$ cat config.mk
export PLATFORM = sky130hd
export DESIGN_NAME = cfg_chain_rx
export DESIGN_NICKNAME = d
export VERILOG_FILES = /design/src/rtl/cfg_chain_pkg.sv /design/src/rtl/cfg_sync_edge.sv /design/src/rtl/cfg_frame_rx.sv /design/src/rtl/cfg_fwd_tx.sv /design/src/rtl/cfg_chain_rx.sv
export SDC_FILE = /design/constraint.sdc
export NUM_CORES = 1
export LEC_CHECK = 0
export BUFFER_PORTS_ARGS = -buffer_cell sky130_fd_sc_hd__buf_2
export CORE_MARGIN = 3
export CORE_UTILIZATION = 35
export DETAILED_ROUTE_END_ITERATION = 10
export GPL_TIMING_DRIVEN = 0
export SKIP_CTS_REPAIR_TIMING = 1
export SYNTH_ARGS = -nofsm -noshare
export SYNTH_HDL_FRONTEND = slang
export SYNTH_SLANG_ARGS = --single-unit
$ cat constraint.sdc
create_clock -name clk -period 2.9 [get_ports clk]
set_input_delay 0.435 -clock clk [delete_from_list [all_inputs] [get_ports clk]]
set_output_delay 0.435 -clock clk [all_outputs]
set_load 0.05 [all_outputs]
$ cat src/rtl/cfg_chain_pkg.sv
// Shared constants and types for the daisy-chained configuration receiver.
// Assumes a 30-bit word: start(6) | row(6) | col(6) | four 3-bit selections.
package cfg_chain_pkg;
    localparam int WORD_W    = 30;
    localparam int START_W   = 6;
    localparam int ADDR_W    = 6;
    localparam int SEL_W     = 3;
    localparam int N_OUT     = 4;
    localparam int CFG_W     = SEL_W * N_OUT;
    localparam int COL_LSB   = CFG_W;
    localparam int ROW_LSB   = COL_LSB + ADDR_W;
    localparam int START_LSB = ROW_LSB + ADDR_W;

    localparam logic [START_W-1:0] START_LOAD = 6'b011111;
    localparam logic [START_W-1:0] START_READ = 6'b011110;
    localparam logic [SEL_W-1:0]   SEL_OFF    = 3'b111;

    typedef enum logic [1:0] {
        PORT_NONE = 2'd0,
        PORT_ROW  = 2'd1,
        PORT_COL  = 2'd2
    } port_e;
endpackage

$ cat src/rtl/cfg_sync_edge.sv
// Brings the asynchronous serial clock and data into the system clock domain
// through matched synchronizer chains, and flags each rising serial-clock edge.
// Assumes each serial clock phase lasts several system clock cycles.
module cfg_sync_edge #(
    parameter int STAGES = 2
) (
    input  logic clk,
    input  logic rst_n,
    input  logic ser_clk_i,
    input  logic ser_dat_i,
    output logic bit_vld_o,
    output logic bit_o
);
    logic [STAGES-1:0] clk_q;
    logic [STAGES-1:0] dat_q;
    logic              clk_prev;

    // Synchronizer chains with equal depth keep clock and data aligned.
    always_ff @(posedge clk) begin
        if (!rst_n) begin
            clk_q    <= '0;
            dat_q    <= '0;
            clk_prev <= 1'b0;
        end else begin
            clk_q    <= {clk_q[STAGES-2:0], ser_clk_i};
            dat_q    <= {dat_q[STAGES-2:0], ser_dat_i};
            clk_prev <= clk_q[STAGES-1];
        end
    end

    // Rising-edge detect of the synchronized serial clock.
    always_comb begin
        bit_vld_o = clk_q[STAGES-1] & ~clk_prev;
        bit_o     = dat_q[STAGES-1];
    end
endmodule

$ cat src/rtl/cfg_frame_rx.sv
// Searches the bit stream for a start pattern with a sliding window, then
// collects the rest of the word and presents it for one cycle.
// Assumes bit_vld_i pulses for one cycle per received bit.
module cfg_frame_rx
    import cfg_chain_pkg::*;
(
    input  logic              clk,
    input  logic              rst_n,
    input  logic              bit_vld_i,
    input  logic              bit_i,
    output logic              word_vld_o,
    output logic [WORD_W-1:0] word_o
);
    localparam int CNT_W = $clog2(WORD_W);
    localparam logic [CNT_W-1:0] CNT_LAST  = CNT_W'(WORD_W - 1);
    localparam logic [CNT_W-1:0] CNT_START = CNT_W'(START_W);

    logic [WORD_W-1:0] sr_q;
    logic [WORD_W-1:0] sr_nxt;
    logic              in_frame_q;
    logic [CNT_W-1:0]  cnt_q;
    logic              start_hit;

    // Next shift value and start-pattern match on the newest six bits.
    always_comb begin
        sr_nxt    = {sr_q[WORD_W-2:0], bit_i};
        start_hit = (sr_nxt[START_W-1:0] == START_LOAD) ||
                    (sr_nxt[START_W-1:0] == START_READ);
    end

    // Hunt / collect state machine; clears the window after every word.
    always_ff @(posedge clk) begin
        if (!rst_n) begin
            sr_q       <= '0;
            in_frame_q <= 1'b0;
            cnt_q      <= '0;
            word_o     <= '0;
            word_vld_o <= 1'b0;
        end else begin
            word_vld_o <= 1'b0;
            if (bit_vld_i) begin
                if (!in_frame_q) begin
                    sr_q <= sr_nxt;
                    if (start_hit) begin
                        in_frame_q <= 1'b1;
                        cnt_q      <= CNT_START;
                    end
                end else if (cnt_q == CNT_LAST) begin
                    word_o     <= sr_nxt;
                    word_vld_o <= 1'b1;
                    sr_q       <= '0;
                    in_frame_q <= 1'b0;
                    cnt_q      <= '0;
                end else begin
                    sr_q  <= sr_nxt;
                    cnt_q <= cnt_q + 1'b1;
                end
            end
        end
    end

    // A delivered word always begins with one of the two start patterns.
    assert_word_framed_R3: assert property (@(posedge clk) disable iff (!rst_n)
        word_vld_o |-> (word_o[WORD_W-1 -: START_W] == START_LOAD ||
                        word_o[WORD_W-1 -: START_W] == START_READ));

    // The window is empty and hunting right after a word is delivered.
    assert_window_clear_R8: assert property (@(posedge clk) disable iff (!rst_n)
        word_vld_o |-> (sr_q == '0 && !in_frame_q));
endmodule

$ cat src/rtl/cfg_fwd_tx.sv
// Shifts a captured word out MSB first on the row or column port, with one
// clock pulse of 2*HALF_CYC system cycles per bit. The idle port stays low.
// Assumes a new start arrives only while idle; a start while busy is dropped.
module cfg_fwd_tx
    import cfg_chain_pkg::*;
#(
    parameter int HALF_CYC = 2
) (
    input  logic              clk,
    input  logic              rst_n,
    input  logic              start_i,
    input  port_e             dir_i,
    input  logic [WORD_W-1:0] word_i,
    output logic              busy_o,
    output logic              row_clk_o,
    output logic              row_dat_o,
    output logic              col_clk_o,
    output logic              col_dat_o
);
    localparam int PH_W  = $clog2(2 * HALF_CYC);
    localparam int BIT_W = $clog2(WORD_W);
    localparam int PC_W  = $clog2(WORD_W + 1);
    localparam logic [PH_W-1:0]  PH_LAST  = PH_W'(2 * HALF_CYC - 1);
    localparam logic [PH_W-1:0]  PH_HIGH  = PH_W'(HALF_CYC);
    localparam logic [BIT_W-1:0] BIT_LAST = BIT_W'(WORD_W - 1);

    logic [WORD_W-1:0] sr_q;
    port_e             dir_q;
    logic [PH_W-1:0]   ph_q;
    logic [BIT_W-1:0]  bit_q;
    logic              clk_lvl;

    // Bit timing and shift sequencing for one forwarded word.
    always_ff @(posedge clk) begin
        if (!rst_n) begin
            busy_o <= 1'b0;
            sr_q   <= '0;
            dir_q  <= PORT_NONE;
            ph_q   <= '0;
            bit_q  <= '0;
        end else if (!busy_o) begin
            if (start_i && dir_i != PORT_NONE) begin
                busy_o <= 1'b1;
                sr_q   <= word_i;
                dir_q  <= dir_i;
                ph_q   <= '0;
                bit_q  <= '0;
            end
        end else if (ph_q == PH_LAST) begin
            ph_q <= '0;
            sr_q <= {sr_q[WORD_W-2:0], 1'b0};
            if (bit_q == BIT_LAST) begin
                busy_o <= 1'b0;
            end else begin
                bit_q <= bit_q + 1'b1;
            end
        end else begin
            ph_q <= ph_q + 1'b1;
        end
    end

    // Port steering: the clock is high in the second half of each bit.
    always_comb begin
        clk_lvl   = busy_o && (ph_q >= PH_HIGH);
        row_clk_o = clk_lvl && (dir_q == PORT_ROW);
        col_clk_o = clk_lvl && (dir_q == PORT_COL);
        row_dat_o = busy_o && (dir_q == PORT_ROW) && sr_q[WORD_W-1];
        col_dat_o = busy_o && (dir_q == PORT_COL) && sr_q[WORD_W-1];
    end

    // Checker counter: port clock pulses seen during the current transfer.
    logic [PC_W-1:0] pulse_cnt;
    logic            port_clk_d;
    always_ff @(posedge clk) begin
        if (!rst_n) begin
            pulse_cnt  <= '0;
            port_clk_d <= 1'b0;
        end else begin
            port_clk_d <= row_clk_o | col_clk_o;
            if (!busy_o && start_i) begin
                pulse_cnt <= '0;
            end else if ((row_clk_o | col_clk_o) && !port_clk_d) begin
                pulse_cnt <= pulse_cnt + 1'b1;
            end
        end
    end

    // Data is held while the forwarded clock stays high.
    assert_row_dat_stable_R6: assert property (@(posedge clk) disable iff (!rst_n)
        (row_clk_o && $past(row_clk_o)) |-> $stable(row_dat_o));
    assert_col_dat_stable_R5: assert property (@(posedge clk) disable iff (!rst_n)
        (col_clk_o && $past(col_clk_o)) |-> $stable(col_dat_o));

    // Every transfer ends after exactly one pulse per word bit.
    assert_pulse_count_R5: assert property (@(posedge clk) disable iff (!rst_n)
        $fell(busy_o) |-> (pulse_cnt == PC_W'(WORD_W)));
endmodule

$ cat src/rtl/cfg_chain_rx.sv
// Top level: synchronizes the serial bus, frames control words, applies
// words addressed to this tile and forwards the rest with the address
// decremented. Assumes the serial bit period exceeds one forwarded word bit
// time, so that a forward finishes before the next word completes.
module cfg_chain_rx
    import cfg_chain_pkg::*;
#(
    parameter int SYNC_STAGES = 2,
    parameter int FWD_HALF    = 2
) (
    input  logic             clk,
    input  logic             rst_n,
    input  logic             ser_clk_i,
    input  logic             ser_dat_i,
    output logic             row_clk_o,
    output logic             row_dat_o,
    output logic             col_clk_o,
    output logic             col_dat_o,
    output logic [CFG_W-1:0] sel_o,
    output logic             load_o,
    output logic             read_o
);
    logic              bit_vld;
    logic              bit_val;
    logic              word_vld;
    logic [WORD_W-1:0] word;
    logic              fwd_start_q;
    port_e             fwd_dir_q;
    logic [WORD_W-1:0] fwd_word_q;
    logic              fwd_busy;

    logic [START_W-1:0] f_start;
    logic [ADDR_W-1:0]  f_row;
    logic [ADDR_W-1:0]  f_col;
    logic [CFG_W-1:0]   f_cfg;

    cfg_sync_edge #(.STAGES(SYNC_STAGES)) sync_i (
        .clk       (clk),
        .rst_n     (rst_n),
        .ser_clk_i (ser_clk_i),
        .ser_dat_i (ser_dat_i),
        .bit_vld_o (bit_vld),
        .bit_o     (bit_val)
    );

    cfg_frame_rx frame_i (
        .clk        (clk),
        .rst_n      (rst_n),
        .bit_vld_i  (bit_vld),
        .bit_i      (bit_val),
        .word_vld_o (word_vld),
        .word_o     (word)
    );

    // Field split of the received word.
    always_comb begin
        f_start = word[START_LSB +: START_W];
        f_row   = word[ROW_LSB +: ADDR_W];
        f_col   = word[COL_LSB +: ADDR_W];
        f_cfg   = word[CFG_W-1:0];
    end

    // Routing decision: local load/read, or forward with a decremented address.
    always_ff @(posedge clk) begin
        if (!rst_n) begin
            sel_o       <= {N_OUT{SEL_OFF}};
            load_o      <= 1'b0;
            read_o      <= 1'b0;
            fwd_start_q <= 1'b0;
            fwd_dir_q   <= PORT_NONE;
            fwd_word_q  <= '0;
        end else begin
            load_o      <= 1'b0;
            read_o      <= 1'b0;
            fwd_start_q <= 1'b0;
            if (word_vld) begin
                if (f_row != '0) begin
                    fwd_word_q  <= {f_start, f_row - 1'b1, f_col, f_cfg};
                    fwd_dir_q   <= PORT_COL;
                    fwd_start_q <= 1'b1;
                end else if (f_col != '0) begin
                    fwd_word_q  <= {f_start, f_row, f_col - 1'b1, f_cfg};
                    fwd_dir_q   <= PORT_ROW;
                    fwd_start_q <= 1'b1;
                end else if (f_start == START_LOAD) begin
                    sel_o  <= f_cfg;
                    load_o <= 1'b1;
                end else begin
                    read_o <= 1'b1;
                end
            end
        end
    end

    cfg_fwd_tx #(.HALF_CYC(FWD_HALF)) fwd_i (
        .clk       (clk),
        .rst_n     (rst_n),
        .start_i   (fwd_start_q),
        .dir_i     (fwd_dir_q),
        .word_i    (fwd_word_q),
        .busy_o    (fwd_busy),
        .row_clk_o (row_clk_o),
        .row_dat_o (row_dat_o),
        .col_clk_o (col_clk_o),
        .col_dat_o (col_dat_o)
    );

    // The selection register moves only together with a load strobe.
    assert_sel_hold_R7: assert property (@(posedge clk) disable iff (!rst_n)
        !load_o |-> $stable(sel_o));

    // Load and read strobes are single-cycle and never coincide.
    assert_strobe_excl_R2: assert property (@(posedge clk) disable iff (!rst_n)
        !(load_o && read_o));
    assert_load_pulse_R2: assert property (@(posedge clk) disable iff (!rst_n)
        load_o |=> !load_o);

    // Only one downstream port is ever clocked at a time.
    assert_one_port_R5: assert property (@(posedge clk) disable iff (!rst_n)
        !(row_clk_o && col_clk_o));

    // A local load or read never starts a forward in the same cycle.
    assert_local_no_fwd_R7: assert property (@(posedge clk) disable iff (!rst_n)
        (load_o || read_o) |-> !fwd_start_q);

    // Both port clocks are low while no forward is running.
    assert_idle_low_R1: assert property (@(posedge clk) disable iff (!rst_n)
        !fwd_busy |-> (!row_clk_o && !col_clk_o));
endmodule

After elaboration in Yosys (flattened, before gate mapping):

Index checks and enable logic that the tools add are counted.

* bitwise operators: 7
* reductions and logical operators: 25
* $lt $le $gt $ge: 1
* multiplexer cells: 31
* $add $sub $neg: 5
* equality and inequality tests: 10

Operator list (count)
* 30-bit two-way mux: 5
* 29-bit two-way mux: 2
* 5-bit two-way mux: 7
* 6-bit by 5-bit equality test with 1-bit output, second input constant: 3
* 1-bit two-way mux: 12
* 6-bit nonzero test: 2
* 6-bit by 1-bit subtractor with 6-bit output, second input constant: 2
* 5-bit by 1-bit adder with 5-bit output, second input constant: 2
* 5-bit equality test, second input constant: 2
* 2-bit two-way mux: 5
* 2-bit AND reduction: 5
* 3-bit AND reduction: 3
* 1-bit logical AND: 8
* 2-bit nonzero test: 4
* 1-bit NOT: 6
* 2-bit equality test, second input constant: 2
* 2-bit != test, second input constant: 2
* 4-bit AND reduction: 1
* 4-bit OR reduction: 1
* 2-bit by 1-bit adder with 2-bit output, second input constant: 1
* 2-bit by 1-bit equality test with 1-bit output, second input constant: 1
* 2-bit greater-or-equal comparator, second input constant: 1
* 1-bit bitwise AND: 1
* 1-bit logical OR: 1

* register bits after elaboration: 158
* input port bits: 4

Longest topological paths before layout:

Gate-level depths: netlist of run 1.

* word-level depth: 4
* mapped depth: 8
* gate-level depth less buffers: 6

Cells and area by module:

Synthesis of run 1 repeated with hierarchy kept, for this count alone.

* cell total of the unflattened synthesis: 741
* area total of the unflattened synthesis: 6785.3 um^2

By module, submodules not included
* cfg_frame_rx: area an instance 2578.7 um^2, times used 1, seq. area each 1321.3 um^2, cells an instance 282
* cfg_fwd_tx: area an instance 2053.2 um^2, times used 1, seq. area each 800.8 um^2, cells an instance 205
* cfg_chain_rx: area an instance 2015.7 um^2, times used 1, seq. area each 940.9 um^2, cells an instance 243
* cfg_sync_edge: area an instance 137.6 um^2, times used 1, seq. area each 100.1 um^2, cells an instance 11

Worst setup path after synthesis of run 1:

Ideal clock, no wire load.

* path type: reg2out
* start: reg fwd_i.busy_o
* end: out col_dat_o
* data required time: 2.465 ns
* path buffers: 2
* arrival: 2.215 ns
* cell stages (with the launch flop): 5
* setup slack: 0.250 ns
* path through: dfxtp_1 -> buf_2 -> buf_1 -> nand2_1 -> nor3b_1

* longest elaborated chain between the ends: 2

Ends and longest elaborated chain
* start, declared: line cfg_fwd_tx.sv:14 `output logic busy_o,`
* start signal, assigned: line cfg_fwd_tx.sv:36 `busy_o <= 1'b0;`
* start signal, assigned: line cfg_fwd_tx.sv:43 `busy_o <= 1'b1;`
* start signal, assigned: line cfg_fwd_tx.sv:53 `busy_o <= 1'b0;`
* 1-bit logical AND (2 in series): line cfg_fwd_tx.sv:68 `col_dat_o = busy_o && (dir_q == PORT_COL) && sr_q[WORD_W-1];`
* end, declared: line cfg_chain_rx.sv:18 `output logic col_dat_o,`

No other way between the ends.

Final worst setup path of run 1:

Same ends and word-level chain as after synthesis.

==> results of run 1 <==
## report_power, final
| part | internal [W] | switching (W) |
|---|---|---|
| clock | 0.00140 | 0.000899 |
| sequential | 0.00217 | 0.00000163 |
| combinational | 0.0000111 | 0.0000582 |
| total | 0.00359 | 0.000959 |
## per-stage QoR
step | hold WS (ns) | total power (W)
2_1_floorplan | 0.4119 | 0.002265
3_3_place_gp | 0.4147 | 0.002293
3_5_place_dp | 0.4212 | 0.002293
4_1_cts | 0.1997 | 0.004585
5_1_grt | 0.2209 | 0.004697
6_report | 0.2114 | 0.004545
## logic make-up (layout without fill, tap and decap cells)
kind of cell,Yosys count,in the layout,synth area share (%)
adders and majority gates,9,9,1.805
buffers and inverters,59,112,3.951
muxes,32,32,5.134
and+or+nand+nor,260,260,18.93
xor gates and xnor gates,10,10,1.404
DFF,158,158,50.70
AOI/OAI and AO/OA,165,165,18.07
## layer usage
metal | vias to the layer above | routed length, um | global-route usage [%]
met4 | 0 | 66 | 3.244
met5 | - | 0 | 0
met2 | 44 | 6420 | 23.36
met3 | 4 | 524 | 4.124
li1 | 2523 | - | -
met1 | 2235 | 7142 | 20.78
## final timing paths
check                     startpoint              end  slack, ns  cells past startpoint
setup reg to reg  frame_i.word_o[18]   fwd_word_q[16]       0.53                      8
hold reg to reg      sync_i.clk_q[0]  sync_i.clk_q[1]       0.43                      1
setup / recovery        fwd_i.busy_o        col_dat_o       0.24                      5
hold / removal             ser_clk_i  sync_i.clk_q[0]       0.21                      2
## sequential cells by signal, summed over array words and instances, names as in the netlist
register	cells
frame_i.cnt_q	5
frame_i.in_frame_q	1
frame_i.sr_q	29
frame_i.word_o	30
frame_i.word_vld_o	1
fwd_dir_q	2
fwd_i.bit_q	5
fwd_i.busy_o	1
fwd_i.dir_q	2
fwd_i.ph_q	2
fwd_i.sr_q	30
fwd_start_q	1
fwd_word_q	30
load_o	1
read_o	1
sel_o	12
sync_i.clk_prev	1
sync_i.clk_q	2
sync_i.dat_q	2
## cell usage in the layout (no fill, tap or decap), types with 2 or more instances in the layout
cell type	n
sky130_fd_sc_hd__xnor2_1	6
sky130_fd_sc_hd__nand2_1	116
sky130_fd_sc_hd__nor2_1	52
sky130_fd_sc_hd__clkbuf_16	17
sky130_fd_sc_hd__buf_1	5
sky130_fd_sc_hd__o21a_1	3
sky130_fd_sc_hd__a22o_1	25
sky130_fd_sc_hd__bufinv_16	3
sky130_fd_sc_hd__inv_6	2
sky130_fd_sc_hd__a31oi_1	2
sky130_fd_sc_hd__ha_1	9
sky130_fd_sc_hd__a21oi_2	12
sky130_fd_sc_hd__clkinv_2	3
sky130_fd_sc_hd__nor2b_1	5
sky130_fd_sc_hd__nand2b_1	4
sky130_fd_sc_hd__clkinvlp_4	3
sky130_fd_sc_hd__nor3_1	10
sky130_fd_sc_hd__clkbuf_8	2
sky130_fd_sc_hd__a32oi_1	2
sky130_fd_sc_hd__dfxtp_1	158
sky130_fd_sc_hd__o21ai_1	2
sky130_fd_sc_hd__or4b_2	2
sky130_fd_sc_hd__clkbuf_1	39
sky130_fd_sc_hd__and2_1	6
sky130_fd_sc_hd__buf_6	3
sky130_fd_sc_hd__clkinv_4	2
sky130_fd_sc_hd__inv_1	9
sky130_fd_sc_hd__a211oi_1	30
sky130_fd_sc_hd__mux2i_1	32
sky130_fd_sc_hd__nor4_1	5
sky130_fd_sc_hd__xor2_1	4
sky130_fd_sc_hd__nand4_1	5
sky130_fd_sc_hd__buf_2	23
sky130_fd_sc_hd__o211ai_1	3
sky130_fd_sc_hd__nand3_1	40
sky130_fd_sc_hd__o21ai_0	26
sky130_fd_sc_hd__nor3b_1	3
sky130_fd_sc_hd__and4_1	3
sky130_fd_sc_hd__a21oi_1	50
## layout make-up
| class | instances | area share [%] |
|---|---|---|
| Sequential cell | 158 | 43.68 |
| Multi-Input combinational cell | 476 | 39.07 |
| Clock buffer | 19 | 6.255 |
| Tap cell | 225 | 3.888 |
| Buffer | 49 | 2.886 |
| Clock inverter | 13 | 2.246 |
| Timing Repair Buffer | 21 | 1.452 |
| Inverter | 10 | 0.5184 |
==> reports/results.tsv, run 1 <==
metric	value	unit
design.die.area	19460	um^2
detail_route.wirelength	14150	um
sequential_cell_area	3163	um^2
detail_route.iter0.violations	336	
setup_viol	0	
postSynth.topFlopCell	sky130_fd_sc_hd__dfxtp_1	
power_leakage	2.350	nW
synth.cells.most_frequent	sky130_fd_sc_hd__dfxtp_1 (158), sky130_fd_sc_hd__nand2_1 (116), sky130_fd_sc_hd__nor2_1 (52)	
worst_path_dominant_cell_family	buffers and inverters	
worst_setup_path_start_kind	register	
die_width	139.5	um
power.ir.vdd_worst	0.0004174	V
maximum_clock_frequency	0.3766	GHz
diodes	0	
finClkSkew	0.006138	ns
drive_above_1_share	10.46	%
timing.critical_path.to_type	primary output	
seq_area_frac_synth	50.70	%
dp_slack	0.5760	ns
yosysMostFrequentCell	sky130_fd_sc_hd__dfxtp_1	
rsz0062_at_grt	no	
cts_max_path_buffers	2	
placedCellCount	939	
drv.max_cap_violation_count	0	
vertical_extent_of_the_die	139.5	um
grt-ovfl-total	0	
synth_area_leader_cell	sky130_fd_sc_hd__dfxtp_1	
wire_per_inst	14.58	um
placed_cell_area	6625	um^2
clock_input_transition_at_the_sequential_cells_of_the_worst_setup_and_hold_paths	0.06	ns
route.detailed.drc	0	
std_cell_rows	48	
worst-endpoint-required	2.47	ns
cts_made_buffers	17	
finalSetupTns	0	ns
synth-seq-cells	158	
fin_area	7241	um^2
cts_tree	done	
finalCoreUtilization	41.72	%
synth_top_cell_area_share	50.70	%
maxSlewViolCount	0	
ordered_list_of_cells_on_the_worst_path	buf_2 -> buf_1 -> nand2_1 -> nor3b_1 -> buf_2	
grt_util_all_layers	14.96	%
critPathArrivalTime	2.22	ns
hold_class	in -> reg	
effective_utilization_at_floorplan	35.94	%
power_per_cell_area	627.7	nW/um^2
yosys_warnings	0	
crit_path_top_delay_cell	sky130_fd_sc_hd__buf_1	
crit_top_cell	sky130_fd_sc_hd__buf_2	
final.period_utilization	91.56	%
finalWeightedCongestion	0.8129	
ctsRootBufferMaster	sky130_fd_sc_hd__clkbuf_16	
pin_count	22	
run_status	completed	
synth_async_sr_flop_share	0	%
antenna_found_initial	0	
via_per_inst	4.950	
crit_buf_inv	3	
cts_sinks	158	
tightestPinTransition	0.8177	ns
postRouteAntennaNets	0	
drt_first_pass_iters	4	
syn_area_per_cell	9.002	um^2
timing.final.ws_setup	0.2449	ns
layoutNonFillerInstCount	971	
design.core.area	17360	um^2
fin_nets	746	
critical_path.max_stage_delay	0.49	ns
multiInputGateArea	2829	um^2
cp_max_fo	10	
critical_path_class	reg -> out	
synth-edff-count	0	
port-buffer-count	21	
grt_start_max_net_pins	17	
htree_levels	4	
slew_headroom	45.24	%
dp.final_hpwl	10200	um
nFillCells	1751	
vias_in_the_first_global_route	4574	
syn-num-nets	706	
mappedNetlistArea	6238	um^2
insertion_delay	0.43	ns
post_synth_inst_count	693	
netlist-cell-type-count	52	
routed-via-count	4806	
grt_first_pass_wirelength	23880	um
fin_crit	2.655	ns
timing_hold_violations_final	0	
area_overhead_of_the_layout_relative_to_synthesis	16.06	%
synth.top_cells.by_area	sky130_fd_sc_hd__dfxtp_1 (51%), sky130_fd_sc_hd__nand2_1 (7.0%), sky130_fd_sc_hd__mux2i_1 (5.1%)	
Note: power is estimated with default switching activity, not from simulation.
==> inputs of run 2 (changes only) <==
--- a/config.mk
+++ b/config.mk
@@ -5,11 +5,16 @@
 export SDC_FILE = /design/constraint.sdc
 export NUM_CORES = 1
 export LEC_CHECK = 0
+export ABC_AREA = 1
 export BUFFER_PORTS_ARGS = -buffer_cell sky130_fd_sc_hd__buf_2
+export CELL_PAD_IN_SITES_DETAIL_PLACEMENT = 1
+export CELL_PAD_IN_SITES_GLOBAL_PLACEMENT = 2
+export CORE_ASPECT_RATIO = 2
 export CORE_MARGIN = 3
 export CORE_UTILIZATION = 35
 export DETAILED_ROUTE_END_ITERATION = 10
 export GPL_TIMING_DRIVEN = 0
+export PLACE_DENSITY_LB_ADDON = 0.1
 export SKIP_CTS_REPAIR_TIMING = 1
 export SYNTH_ARGS = -nofsm -noshare
 export SYNTH_HDL_FRONTEND = slang
==> reports/results.tsv, run 2 <==
metric	value	unit	change
final_cell_mix	sky130_fd_sc_hd__nand2_1 (186), sky130_fd_sc_hd__dfxtp_1 (158), sky130_fd_sc_hd__nor2_1 (156)		
hold_class	in -> reg		
cts_tree	done		
cts_sinks	158		unchanged
ordered_list_of_cells_on_the_worst_path	buf_2 -> buf_2 -> o21ai_0 -> nor3_1 -> buf_2		
insertion_delay	0.42	ns	about the same
antenna_found_initial	0		unchanged
die_width	102.7	um	-26%
critPathArrivalTime	1.84	ns	-0.38 ns
design.die.area	20480	um^2	+5.2%
seq_area_frac_synth	48.32	%	-2.4 points
pwr-share-seq	48.9	%	+1.1 points
area_overhead_of_the_layout_relative_to_synthesis	14.53	%	
cts_max_path_buffers	2		unchanged
crit_top_cell	sky130_fd_sc_hd__buf_2		
cp_max_fo	10		unchanged
postRouteAntennaNets	0		unchanged
via_per_inst	4.913		-0.74%
yosysMostFrequentCell	sky130_fd_sc_hd__nand2_1		
slew_headroom	54.43	%	+9.2 points
synth_top_cell_area_share	48.32	%	-2.4 points
clockPowerShare	48.6	%	-2.0 points
fin_nets	923		+24%
yosys_warnings	0		unchanged
r2r_setup_slack	1.13	ns	+0.60 ns
port-buffer-count	21		unchanged
netSwitchingFraction	21.68	%	+0.58 points
postSynth.topFlopCell	sky130_fd_sc_hd__dfxtp_1		
grt_start_max_net_pins	17		unchanged
mappedNetlistArea	6546	um^2	+4.9%
synth_area_leader_cell	sky130_fd_sc_hd__dfxtp_1		
detail_route.iter0.violations	123		-63%
rsz0062_at_grt	no		
synth-edff-count	0		unchanged
synth.top_cells.by_area	sky130_fd_sc_hd__dfxtp_1 (48%), sky130_fd_sc_hd__nand2_1 (11%), sky130_fd_sc_hd__nor2_1 (8.9%)		
std_cell_rows	70		+46%
synth-seq-cells	158		unchanged
critical_path.max_stage_delay	0.30	ns	-0.19 ns
finalSetupTns	0	ns	unchanged
synth.cells.most_frequent	sky130_fd_sc_hd__nand2_1 (186), sky130_fd_sc_hd__dfxtp_1 (158), sky130_fd_sc_hd__nor2_1 (156)		
worst_hold_path.num_cells	3		+1
syn_area_per_cell	7.524	um^2	-16%
timing.rr.end	fwd_word_q[24]		
finalWeightedCongestion	0.8248		+1.5%
timing.critical_path.to_type	primary output		
pin_count	22		unchanged
routed-via-count	5591		+16%
ctsRootBufferMaster	sky130_fd_sc_hd__clkbuf_16		
rr_worst_depth	9		+1
grt_util_all_layers	19.17	%	+4.2 points
drt_first_pass_iters	4		unchanged
cts_made_buffers	17		unchanged
crit_path_top_delay_cell	sky130_fd_sc_hd__dfxtp_1		
design.core.area	18310	um^2	+5.5%
setup_viol	0		unchanged
tightestPinTransition	0.6836	ns	-0.1341 ns
final.period_utilization	78.44	%	-13 points
clock_input_transition_at_the_sequential_cells_of_the_worst_setup_and_hold_paths	0.06	ns	about the same
route.detailed.drc	0		unchanged
run_status	completed		
htree_levels	4		unchanged
vias_in_the_first_global_route	6022		+32%
critical_path_class	reg -> out		
combinationalPowerShare	2.6	%	+1.1 points
drv.max_cap_violation_count	0		unchanged
dp.final_hpwl	14250	um	+40%
fin_crit	2.275	ns	-0.3802 ns
holdCritStartpoint	ser_dat_i		
power_leakage	3.264	nW	+39%
netlist-cell-type-count	34		-35%
maxSlewViolCount	0		unchanged
grt_first_pass_wirelength	30320	um	+27%
intPower	0.003531	W	-1.5%
post_synth_inst_count	870		+26%
worst-endpoint-required	2.47	ns	about the same
timing_hold_violations_final	0		unchanged
detail_route.wirelength	18200	um	+29%
diodes	0		unchanged
drive_above_1_share	11.06	%	+0.61 points
power_per_cell_area	601.3	nW/um^2	-4.2%
final_common_cell	sky130_fd_sc_hd__nand2_1		
maximum_clock_frequency	0.4396	GHz	+17%
largestRegisters	frame_i.word_o: 30 flops, fwd_i.sr_q: 30 flops, fwd_word_q: 30 flops		
syn-num-nets	883		+25%
wire_per_inst	15.99	um	+9.7%
rr_startpoint	frame_i.word_o[18]		
effective_utilization_at_floorplan	35.76	%	-0.18 points
vertical_extent_of_the_die	199.4	um	+43%
synth_async_sr_flop_share	0	%	unchanged
grt-ovfl-total	0		unchanged
worst_setup_path_start_kind	register		
finClkSkew	0.009430	ns	+0.003292 ns
finalCoreUtilization	40.96	%	-0.76 points
p_switching	0.0009773	W	+1.9%
power.ir.vdd_worst	0.0003171	V	-24%
min_to	sync_i.dat_q[0]		
-- run 2: changes by cell type after synthesis, moves of 7 or more --
cell,previous run,this run
sky130_fd_sc_hd__a21oi_1,50,22
sky130_fd_sc_hd__a21oi_2,12,0
sky130_fd_sc_hd__a22o_1,25,0
sky130_fd_sc_hd__buf_2,2,15
sky130_fd_sc_hd__clkbuf_1,39,13
sky130_fd_sc_hd__inv_1,9,76
sky130_fd_sc_hd__mux2i_1,32,0
sky130_fd_sc_hd__nand2_1,116,186
sky130_fd_sc_hd__nand3_1,40,55
sky130_fd_sc_hd__nor2_1,52,156
sky130_fd_sc_hd__nor3_1,10,3
sky130_fd_sc_hd__o21ai_0,26,77
sky130_fd_sc_hd__o22ai_1,0,11
-- run 2: layout make-up --
class,count,area [um^2]
Multi-Input combinational cell,586,2800
Inverter,77,289.0
Timing Repair Buffer,21,105.1
Fill cell,2279,10810
Buffer,49,294.0
Tap cell,216,270.3
Sequential cell,158,3163
Clock inverter,10,115.1
Clock buffer,21,460.4
-- run 2: power groups by stage --
stage / registers [W] / logic, W / clock network (W)
final: 0.00220 / 0.000115 / 0.00219
after floorplan: 0.00225 / 0.0000771 / 0
after CTS: 0.00220 / 0.000120 / 0.00226
after global routing: 0.00220 / 0.000134 / 0.00234
after global placement: 0.00225 / 0.000116 / 0
after detailed placement: 0.00225 / 0.000118 / 0
-- run 2: per-stage QoR --
stage               area [um^2]  std cells  hold WS [ns]  worst slack (ns)  power, W
detailed placement         6922       1107        0.4055            0.9497  0.002370
global placement           6922       1107        0.3982            0.9758  0.002367
CTS                        7497       1138        0.1779            0.5482  0.004579
floorplan                  6546        870        0.3905            0.3274  0.002326
finish                     7497       1138        0.2033            0.6251  0.004508
global route               7497       1138        0.2162            0.4237  0.004682
-- run 2: logic make-up after synthesis --
group                    synth area share, %
adder cells (fa/ha/maj)                1.720
buffers and inverters                  8.907
AO/OA/AOI/OAI                          12.44
AND/OR/NAND/NOR                        27.81
flip-flops                             48.32
XOR/XNOR                              0.8027
-- run 2: worst max-delay path by stage --
stage / from / endpoint / slack, ns / cells after the start
finish: fwd_i.busy_o / row_clk_o / 0.63 / 5
global route: fwd_i.busy_o / col_clk_o / 0.42 / 5
CTS: fwd_i.busy_o / col_clk_o / 0.55 / 5
detailed placement: rst_n / load_o / 0.95 / 5
global placement: rst_n / load_o / 0.98 / 5
floorplan: fwd_i.busy_o / col_dat_o / 0.33 / 4
-- run 2: critical path, delay by kind of cell (launching register included) --
family | cells | cell delay [ns]
and+or+nand+nor | 1 | 0.15
buffers and inverters | 3 | 0.78
DFF | 1 | 0.30
AOI/OAI and AO/OA | 1 | 0.19
-- run 2: layer usage --
layer | vias to the layer above | routed length, um | track usage [%]
met5 | - | 0 | 0
met4 | 0 | 330 | 7.153
met3 | 17 | 224 | 2.830
met2 | 37 | 10940 | 38.30
met1 | 2672 | 6709 | 18.97
li1 | 2865 | - | -
==> inputs of run 3 (changes only) <==
--- a/config.mk
+++ b/config.mk
@@ -11,7 +11,7 @@
 export CELL_PAD_IN_SITES_GLOBAL_PLACEMENT = 2
 export CORE_ASPECT_RATIO = 2
 export CORE_MARGIN = 3
-export CORE_UTILIZATION = 35
+export CORE_UTILIZATION = 33
 export DETAILED_ROUTE_END_ITERATION = 10
 export GPL_TIMING_DRIVEN = 0
 export PLACE_DENSITY_LB_ADDON = 0.1
==> constraint.sdc (replaced) <==
create_clock -name clk -period 1.98 [get_ports clk]
set_input_delay 0.297 -clock clk [delete_from_list [all_inputs] [get_ports clk]]
set_output_delay 0.297 -clock clk [all_outputs]
set_load 0.05 [all_outputs]
==> reports/results.tsv, run 3 (synthesis gave the netlist of run 2 again) <==
metric	value	unit	change
drive_above_1_share	11.82	%	+0.76 points
fin_crit	1.875	ns	
grt_first_pass_wirelength	30970	um	+2.2%
route.detailed.drc	0		unchanged
design.die.area	21670	um^2	+5.8%
final_common_cell	sky130_fd_sc_hd__nand2_1		
timing.critical_path.to_type	primary output		
vias_in_the_first_global_route	6160		+2.3%
crit_path_top_delay_cell	sky130_fd_sc_hd__dfxtp_1		
critPathArrivalTime	1.58	ns	-0.26 ns
ordered_list_of_cells_on_the_worst_path	clkbuf_4 -> buf_6 -> o21ai_2 -> nor3_2 -> buf_6		
slew_headroom	52.49	%	-1.9 points
worst-endpoint-required	1.68	ns	-0.79 ns
pin_count	22		unchanged
critical_path.max_stage_delay	0.31	ns	about the same
insertion_delay	0.43	ns	about the same
timing_hold_violations_final	0		unchanged
effective_utilization_at_floorplan	33.64	%	-2.1 points
run_status	completed		
std_cell_rows	72		+2.9%
rsz0062_at_grt	no		
r2r_setup_slack	0.21	ns	-0.92 ns
detail_route.iter0.violations	141		+15%
drv.max_cap_violation_count	0		unchanged
worst_setup_path_start_kind	register		
fin_nets	922		-0.11%
tightestPinTransition	0.7127	ns	+0.02912 ns
htree_levels	4		unchanged
setup_viol	0		unchanged
grt_start_max_net_pins	17		unchanged
area_overhead_of_the_layout_relative_to_synthesis	15.62	%	
antenna_found_initial	0		unchanged
maximum_clock_frequency	0.5335	GHz	
postRouteAntennaNets	0		unchanged
port-buffer-count	21		unchanged
power_leakage	3.255	nW	-0.28%
critical_path_class	reg -> out		
design.core.area	19460	um^2	+6.3%
cts_tree	done		
finalWeightedCongestion	0.8033		-2.6%
detail_route.wirelength	18700	um	+2.7%
grt_util_all_layers	18.12	%	-1.0 points
sequential_cell_area	3163	um^2	unchanged
worst_path_dominant_cell_family	buffers and inverters		
final_cell_mix	sky130_fd_sc_hd__nand2_1 (186), sky130_fd_sc_hd__dfxtp_1 (158), sky130_fd_sc_hd__nor2_1 (156)		
nFillCells	2457		+7.8%
crit_top_cell	sky130_fd_sc_hd__buf_6		
power_per_cell_area	860.0	nW/um^2	+43%
crit_buf_inv	3		unchanged
placedCellCount	1150		+3.9%
clock_input_transition_at_the_sequential_cells_of_the_worst_setup_and_hold_paths	0.07	ns	about the same
diodes	0		unchanged
die_width	105.6	um	+2.8%
finalCoreUtilization	38.90	%	-2.1 points
ctsRootBufferMaster	sky130_fd_sc_hd__clkbuf_16		
final.period_utilization	94.67	%	
via_per_inst	4.760		-3.1%
multiInputGateArea	2826	um^2	+0.94%
cp_max_fo	10		unchanged
vertical_extent_of_the_die	205.2	um	+2.9%
cts_max_path_buffers	2		unchanged
dp.final_hpwl	14560	um	+2.2%
finClkSkew	0.01509	ns	+0.005659 ns
maxSlewViolCount	0		unchanged
cts_sinks	158		unchanged
layoutNonFillerInstCount	1181		+3.8%
drt_first_pass_iters	4		unchanged
grt-ovfl-total	0		unchanged
largestRegisters	frame_i.word_o: 30 flops, fwd_i.sr_q: 30 flops, fwd_word_q: 30 flops		
routed-via-count	5621		+0.54%
cts_made_buffers	17		unchanged
wire_per_inst	15.83	um	-1.0%
hold_class	in -> reg		
power.ir.vdd_worst	0.0004459	V	+41%
run 3: cell count changes in the layout (fill, tap and decap cells not counted), sizes merged:
cell	previous run	this run
clkbuf	35	32
inv	77	85
buf	56	54
clkinvlp	3	2
bufinv	2	0
run 3: tightest hold or removal path, cell delays in order:
cell and delay, ns:
sky130_fd_sc_hd__buf_2 0.07, sky130_fd_sc_hd__nand2_1 0.04, sky130_fd_sc_hd__inv_1 0.04
run 3: worst paths after layout:
kind | startpoint | to | depth (start not counted)
worst min register to register | sync_i.clk_q[0] | sync_i.clk_q[1] | 2
worst max register to register | frame_i.word_o[12] | sel_o[5] | 8
worst min-delay path | ser_dat_i | sync_i.dat_q[0] | 3
worst max-delay path | fwd_i.busy_o | col_clk_o | 5
run 3: where the power goes:
part           switching (W)  total (W)  leakage, nW  internal, W
registers          0.0000167    0.00323         1.28      0.00321
logic               0.000123   0.000170         1.71    0.0000464
clock network        0.00147    0.00311        0.268      0.00164
run 3: cell type report:
cell class	instances	area share (%)
flip-flops and latches	158	41.79
inverters	77	3.819
clock buffers	17	5.621
well taps	259	4.282
multi-input cells	586	37.34
plain buffers	48	3.935
repair buffers	21	1.571
clock inverters	15	1.637
run 3: stage by stage:
step	setup slack [ns]	power [W]	TNS, ns	instance area, um^2	hold WS (ns)
after floorplan	-0.4546	0.003406	-0.9092	6556	0.3905
after global placement	0.2215	0.003468	0	6985	0.3982
after detailed placement	0.1915	0.003474	0	6985	0.4123
after CTS	-0.2748	0.006603	-0.7821	7535	0.03327
after global routing	0.02048	0.006737	0	7569	0.06364
final	0.1054	0.006509	0	7569	0.04948
run 3: layer usage:
layer,vias to the layer above,part of all wire (%),track usage [%],wire length (um)
li1,2858,-,-,-
met1,2703,37,17.45,6920
met2,40,60,37.81,11210
met3,20,1.2,2.449,231
met4,0,1.8,6.392,338
met5,-,0,0,0
